==> config.mk <==
export PLATFORM = sky130hd
export DESIGN_NAME = cdt_timer
export DESIGN_NICKNAME = d
export VERILOG_FILES = /design/src/rtl/cdt_pkg.sv /design/src/rtl/cdt_rst_sync.sv /design/src/rtl/cdt_reload_sel.sv /design/src/rtl/cdt_down_core.sv /design/src/rtl/cdt_timer.sv
export SDC_FILE = /design/constraint.sdc
export NUM_CORES = 1
export LEC_CHECK = 0
export ABC_CLOCK_PERIOD_IN_PS = 1500
export BUFFER_PORTS_ARGS = -buffer_cell sky130_fd_sc_hd__buf_2
export CAP_MARGIN = 30
export CORE_AREA = 5 5 42 44
export DETAILED_ROUTE_END_ITERATION = 10
export DIE_AREA = 0 0 47 49
export PLACE_DENSITY = 0.44
export SLEW_MARGIN = 20
export SYNTH_ARGS = -nofsm -noshare
export SYNTH_HDL_FRONTEND = slang
export SYNTH_SLANG_ARGS = --single-unit
==> constraint.sdc <==
create_clock -name clk_i -period 1.5 [get_ports clk_i]
set_input_delay 0.375 -clock clk_i [delete_from_list [all_inputs] [get_ports clk_i]]
set_output_delay 0.375 -clock clk_i [all_outputs]
set_load 0.02 [all_outputs]
==> src/rtl/cdt_pkg.sv <==
package cdt_pkg;
  // Interval selection encoding on the mode input
  typedef enum logic {
    SPAN_SHORT = 1'b0,
    SPAN_LONG  = 1'b1
  } span_e;

  // Width needed to hold a reload value
  function automatic int unsigned cnt_width(input int unsigned max_val);
    return (max_val < 2) ? 1 : $clog2(max_val + 1);
  endfunction
endpackage

==> src/rtl/cdt_rst_sync.sv <==
module cdt_rst_sync #(
  parameter int unsigned STAGES = 2
) (
  input  logic clk_i,
  input  logic rst_ni,
  output logic rst_no
);
  localparam int unsigned NS = (STAGES < 2) ? 2 : STAGES;

  logic [NS-1:0] chain_q;
  logic [NS-1:0] chain_d;

  always_comb begin
    chain_d = {chain_q[NS-2:0], 1'b1};
  end

  always_ff @(posedge clk_i or negedge rst_ni) begin
    if (!rst_ni) chain_q <= '0;
    else         chain_q <= chain_d;
  end

  assign rst_no = chain_q[NS-1];
endmodule

==> src/rtl/cdt_reload_sel.sv <==
module cdt_reload_sel
  import cdt_pkg::*;
#(
  parameter int unsigned W          = 4,
  parameter int unsigned LONG_LOAD  = 14,
  parameter int unsigned SHORT_LOAD = 4
) (
  input  logic         long_mode_i,
  output logic [W-1:0] load_o
);
  span_e span;

  always_comb begin
    span   = span_e'(long_mode_i);
    load_o = (span == SPAN_LONG) ? W'(LONG_LOAD) : W'(SHORT_LOAD);
  end
endmodule

==> src/rtl/cdt_down_core.sv <==
module cdt_down_core #(
  parameter int unsigned W          = 4,
  parameter int unsigned LONG_LOAD  = 14,
  parameter int unsigned SHORT_LOAD = 4
) (
  input  logic         clk_i,
  input  logic         rst_ni,
  input  logic         tick_i,
  input  logic         long_mode_i,
  input  logic [W-1:0] load_i,
  output logic [W-1:0] count_o,
  output logic         tc_o
);
  logic [W-1:0] cnt_q, cnt_d;
  logic         tc_q, tc_d;
  logic         at_zero;

  // Next-state process
  always_comb begin
    at_zero = (cnt_q == '0);
    cnt_d   = cnt_q;
    tc_d    = tc_q;
    if (tick_i) begin
      cnt_d = at_zero ? load_i : (cnt_q - W'(1));
      tc_d  = (cnt_d == '0);
    end
  end

  // Register process
  always_ff @(posedge clk_i or negedge rst_ni) begin
    if (!rst_ni) begin
      cnt_q <= W'(LONG_LOAD);
      tc_q  <= 1'b0;
    end else if (tick_i) begin
      cnt_q <= cnt_d;
      tc_q  <= tc_d;
    end
  end

  assign count_o = cnt_q;
  assign tc_o    = tc_q;


  no_overflow_chk: assert property (@(posedge clk_i) disable iff (!rst_ni)
    cnt_q <= W'(LONG_LOAD));


  idle_hold_chk: assert property (@(posedge clk_i) disable iff (!rst_ni)
    !tick_i |=> ($stable(cnt_q) && $stable(tc_q)));


  step_down_chk: assert property (@(posedge clk_i) disable iff (!rst_ni)
    (tick_i && cnt_q != '0) |=> (cnt_q == $past(cnt_q) - W'(1)));


  reload_chk: assert property (@(posedge clk_i) disable iff (!rst_ni)
    (tick_i && cnt_q == '0) |=>
      (cnt_q == ($past(long_mode_i) ? W'(LONG_LOAD) : W'(SHORT_LOAD))));


  tc_zero_chk: assert property (@(posedge clk_i) disable iff (!rst_ni)
    tc_q == (cnt_q == '0));
endmodule

==> src/rtl/cdt_timer.sv <==
module cdt_timer #(
  parameter int unsigned LONG_LOAD   = 14,
  parameter int unsigned SHORT_LOAD  = 4,
  parameter int unsigned SYNC_STAGES = 2
) (
  input  logic       clk_i,
  input  logic       rst_ni,
  input  logic       tick_i,
  input  logic       long_mode_i,
  output logic [3:0] count_o,
  output logic       tc_o
);
  localparam int unsigned MAXL = (LONG_LOAD > SHORT_LOAD) ? LONG_LOAD : SHORT_LOAD;
  localparam int unsigned W    = cdt_pkg::cnt_width(MAXL);

  logic         rst_sync_n;
  logic [W-1:0] load_val;
  logic [W-1:0] cnt;

  cdt_rst_sync #(.STAGES(SYNC_STAGES)) rst_sync_i (
    .clk_i  (clk_i),
    .rst_ni (rst_ni),
    .rst_no (rst_sync_n)
  );

  cdt_reload_sel #(.W(W), .LONG_LOAD(LONG_LOAD), .SHORT_LOAD(SHORT_LOAD)) reload_sel_i (
    .long_mode_i (long_mode_i),
    .load_o      (load_val)
  );

  cdt_down_core #(.W(W), .LONG_LOAD(LONG_LOAD), .SHORT_LOAD(SHORT_LOAD)) core_i (
    .clk_i       (clk_i),
    .rst_ni      (rst_sync_n),
    .tick_i      (tick_i),
    .long_mode_i (long_mode_i),
    .load_i      (load_val),
    .count_o     (cnt),
    .tc_o        (tc_o)
  );

  assign count_o = 4'(cnt);
endmodule

==> metrics.txt, run 1 <==
Port-buffer cells=8; initial antenna violation count=0; max-slew violations=0; DP Worst Slack=0.0279 ns; Initial Util=between 20% and 30%; Mapped Nets=36; worst skew pair latency=between 0.2 and 0.3 ns; Via density=roughly 4.5; number of synthesis warnings=0; final instance area=approximately 480 um^2; synth unique cells=20; worst-path cell chain=inv_2 -> ha_4 -> nor3b_4 -> a2111oi_2 -> o22ai_1; Iteration-0 DRC Markers=4; f_max=approximately 700 MHz; die width=about 47 um; Register Area=~180 um^2; CTS clk-pin slew, worst paths=around 0.05 ns; Crit path arrival time=1.56 ns; RSZ-0062 raised after global routing=yes; Worst VDD drop=about 0.8 mV; largest net degree at the start of global routing=9; WL met1=roughly 300 um; Netlist Area Pre-Place=334 um^2; status=completed; Mapped Cells=31; first-pass GRT wire length=1210 um; area grow syn2layout=43.1%; gr usage total=approximately 7.4%; PwrDens=2310 nW/um^2; average size of a mapped cell=between 10 and 15 um^2; Core Area=between 1000 and 1500 um^2; final hold vios=0; grt ovf=0; Rows=14; Final #Nets=between 50 and 60; Root Driver=clkbuf_4; fill cell instance count of the final layout=approximately 160; Crit-path slowest cell=dfstp_2; part of the Yosys area used for sequential elements=53.6%; fraction of layout cells with a size suffix above 1=52.2%; met3 wire length=41 um; max_cap viols=0; WL met2=400 um; HP Class=flip-flop to asynchronous set/reset pin; CTS buffer count=3; critical path type=flip-flop to flip-flop; DR top layer=met3; drt first pass iters=4; die area=roughly 2300 um^2; final setup margin=approximately 0.046 ns; Post-DRT Antenna Nets=0; # setup viols final=0; CTS tree=done; die height=49 um; Clock Skews=0.00443 ns; vias in the first global route=around 300; DR vias=roughly 280; CTS sink cnt=7; area occupied by multi-input gates=roughly 160 um^2; Routed WL per cell=roughly 12 um; Tcrit/Tclk final=between 90% and 100%; final WL=about 750 um; CTS H-tree lvls=1; Worst setup EP type=flip-flop; Crit path largest cell delay=about 0.54 ns; worst-path fanout max=5; drc violations=0; LEAKAGE=~0.00021 uW; Clock Path Buffers=2; Final min period=about 1.5 ns; IO Pins=9; antenna fix cells=0; GP Congestion=0.740; Area after DPL=approximately 400 um^2; CP required=about 1.6 ns; register bit total from synthesis=7; Worst setup SP type=flip-flop
synth_stat cells:
cell type | count | area share (%)
ha_1 | 1 | 3.7
xnor2_1 | 2 | 5.2
a2111oi_2 | 1 | 4.5
a21oi_1 | 2 | 3.0
nor2_1 | 2 | 2.2
o21ai_0 | 1 | 1.5
o22ai_1 | 1 | 1.9
dfrtp_1 | 4 | 30
inv_2 | 1 | 1.1
nand4_1 | 1 | 1.9
dfstp_2 | 3 | 24
mux2_2 | 1 | 3.4
a211oi_1 | 1 | 2.2
or3b_1 | 1 | 2.6
clkbuf_1 | 1 | 1.1
nor3b_1 | 2 | 4.5
nor4_1 | 1 | 1.9
inv_1 | 3 | 3.4
conb_1 | 1 | 1.1
nand2_1 | 1 | 1.1
path summary, 6_finish.rpt:
kind	slack [ns]	depth (start not counted)	to	startpoint
setup / recovery	0.05	5	core_i.tc_o	core_i.count_o[1]
hold / removal	0.08	0	core_i.count_o[0]	rst_sync_i.chain_q[1]
setup reg to reg	0.05	5	core_i.tc_o	core_i.count_o[1]
hold reg to reg	0.08	0	core_i.count_o[0]	rst_sync_i.chain_q[1]
max in group asynchronous	0.96	2	rst_sync_i.chain_q[1]	rst_ni
min in group clk_i	0.36	0	rst_sync_i.chain_q[1]	rst_sync_i.chain_q[0]
layer usage:
| metal | up-vias | GRT usage (%) |
|---|---|---|
| met3 | 0 | 4.43 |
| met1 | 138 | 7.87 |
| li1 | 137 | - |
| met4 | 0 | 2.76 |
| met2 | 7 | 11.8 |
| met5 | - | 0 |
cells by family after synthesis:
logic type,Yosys count,synth area share [%]
simple gates,8,14.2
flops,7,53.6
compound gates,6,13.1
buf+inv,5,5.62
xor+xnor,2,5.24
fa+ha+maj,1,3.74
other cells,1,1.12
mux,1,3.37
layout make-up:
cell class	count	share of cell area, %
inverters	4	3.14
flip-flops and latches	7	37.4
clock buffers	3	4.71
clock inverters	1	1.05
well taps	16	4.19
multi-input cells	19	34.3
repair buffers	12	15.2
critical path, delay by kind of cell, from the launching register on:
family	cells	cell delay (ns)
compound gates	2	0.41
fa+ha+maj	1	0.16
buf+inv	1	0.05
flops	1	0.54
simple gates	1	0.14
cells in the final DEF (no fill, tap or decap):
master	netlist	routed
clkbuf_4	0	3
dfrtp_1	4	4
a21oi_1	2	2
nand4_1	1	1
dlygate4sd3_1	0	1
or3b_1	1	1
buf_4	0	3
xnor2_1	2	2
inv_2	1	2
conb_1	1	1
o21ai_0	1	1
buf_2	0	8
nor2_1	2	2
mux2_4	0	1
nor3b_4	0	1
nand2_1	1	1
inv_1	3	2
clkinv_2	0	1
ha_4	0	1
nor3b_1	2	1
a211oi_1	1	1
nor4_1	1	1
dfstp_2	3	3
o22ai_1	1	1
a2111oi_2	1	1
through the flow:
step	util (%)	hold slack, ns	cells	power [uW]	TNS, ns
5_1_grt	34.1	0.101	62	1180	-0.00520
3_3_place_gp	28.3	0.0837	54	805	0
4_1_cts	31.5	0.0840	60	1020	0
2_1_floorplan	-	0.0516	31	696	0
3_5_place_dp	28.3	0.0794	54	821	0
6_report	34.1	0.0848	62	1100	0
flip-flops by register name, indices dropped and copies added, names as in the netlist:
signal / cells
core_i.count_o: 4
core_i.tc_o: 1
rst_sync_i.chain_q: 2
repair_timing:
item,4_1_cts,5_1_grt
resized for setup,0,4
buffers inserted,1,2
hold endpoints to repair,2,0
setup endpoints to repair,1,4
hold buffers,1,0
pin swaps,0,1
report_power, final:
group / total (uW) / switching [uW] / internal (uW)
Combinational: 557 / 276 / 280
Sequential: 377 / 91.2 / 286
Clock: 168 / 70.5 / 97.3
(Power assumes the default switching activity.)
==> inputs of run 2 (changes only) <==
Settings changed: PLACE_DENSITY 0.44 to default.
==> metrics.txt, run 2 (synthesized netlist as in run 1, its figures left out) <==
area occupied by multi-input gates=between 150 and 200 um^2; Core Area=between 1000 and 1500 um^2; Crit path arrival time=around 1.7 ns; f_max=681 MHz; HP Class=flip-flop to asynchronous set/reset pin; Final #Nets=53; Clock Path Buffers=2; Post-DRT Antenna Nets=0; Hold Worst Slack=about 0.080 ns; Worst setup EP type=flip-flop; CTS clk-pin slew, worst paths=~0.060 ns; Initial Util=23.8%; met3 wire length=around 54 um; final hold vios=0; CTS tree=done; WL met1=311 um; DR vias=roughly 280; max-slew violations=0; WL met2=around 360 um; Final min period=1.47 ns; RSZ-0062 raised after global routing=yes; initial antenna violation count=0; Tcrit/Tclk final=about 100%; commonest non-fill, non-tap cell in the layout=buf_2; count of non-filler cells in the finished layout=between 60 and 70; max reg flops=4; Iteration-0 DRC Markers=3; CTS buffer count=3; grt ovf=0; max_cap viols=0; worst skew pair latency=0.25 ns; die area=2300 um^2; vias in the first global route=260; # setup viols final=0; CTS H-tree lvls=1; final WL=approximately 740 um; area grow syn2layout=52.4%; critical path type=flip-flop to flip-flop; IO Pins=9; first-pass GRT wire length=1100 um; Routed WL per cell=roughly 12 um; Clock Skews=~0.0023 ns; die width=47 um; Worst VDD drop=0.888 mV; fraction of layout cells with a size suffix above 1=between 50% and 60%; Port-buffer cells=8; antenna fix cells=0; drt first pass iters=3; DR top layer=met4; Via density=roughly 4.4; Register Area=179 um^2; CTS sink cnt=7; Inst Count DP=56; worst-path fanout max=4; die height=roughly 49 um; largest net degree at the start of global routing=9; commonest cells after routing, fill and taps aside=buf_2 (8), dfrtp_1 (4), buf_4 (4); fill cell instance count of the final layout=roughly 150; Worst setup SP type=flip-flop; status=completed; Root Driver=clkbuf_4; drc violations=0; PwrDens=between 2000 and 2500 nW/um^2; gr usage total=about 7.0%; Rows=14; LEAKAGE=0.000223 uW; CP required=1.70 ns; GP Congestion=just under 0.7
run 2: worst paths after layout:
kind | cells past startpoint | to | startpoint | slack [ns]
min | 0 | core_i.tc_o | rst_sync_i.chain_q[1] | 0.08
max | 5 | core_i.count_o[3] | core_i.count_o[1] | 0.03
max reg2reg | 5 | core_i.count_o[3] | core_i.count_o[1] | 0.03
max in group asynchronous | 2 | rst_sync_i.chain_q[1] | rst_ni | 0.98
min reg2reg | 0 | core_i.tc_o | rst_sync_i.chain_q[1] | 0.08
min in group clk_i | 0 | rst_sync_i.chain_q[1] | rst_sync_i.chain_q[0] | 0.35
run 2: per-stage QoR:
stage,utilization [%],setup TNS [ns],area (um^2),power [uW],setup slack [ns]
6_report,36.3,0,509,1180,0.0317
5_1_grt,36.3,-0.0226,509,1270,-0.0226
4_1_cts,32.1,0,449,1030,0.0262
3_5_place_dp,29.4,0,412,847,0.0407
3_3_place_gp,29.4,0,412,832,0.0698
2_1_floorplan,-,0,340,696,0.0154
run 2: report_power, final:
part | switching, uW | leakage, uW | total (uW) | internal, uW
logic | 306 | 0.000125 | 629 | 324
registers | 88.5 | 0.0000806 | 374 | 286
clock network | 79.4 | 0.0000177 | 177 | 97.9
run 2: routing by layer:
layer,vias up,GRT usage (%)
met3,2,2.21
met2,9,8.14
met5,-,0
met4,0,6.91
li1,138,-
met1,130,9.28
run 2: cell type report:
type | instances | share of cell area (%)
Clock buffer | 3 | 4.42
Clock inverter | 1 | 0.983
Inverter | 4 | 2.95
Multi-Input combinational cell | 19 | 36.9
Sequential cell | 7 | 35.1
Tap cell | 16 | 3.93
Timing Repair Buffer | 13 | 15.7
run 2: worst max-delay path: stages, from the launching register on:
cell and delay [ns]:
dfstp_2 0.53, inv_2 0.05, ha_4 0.16, nor3b_4 0.15, a2111oi_4 0.30, mux2_4 0.21
run 2: what timing repair did:
action | CTS | global route
endpoints found under the setup margin | 0 | 3
hold endpoints to repair | 2 | 0
gates resized for setup | 0 | 7
hold buffers | 1 | 0
setup buffers | 0 | 2
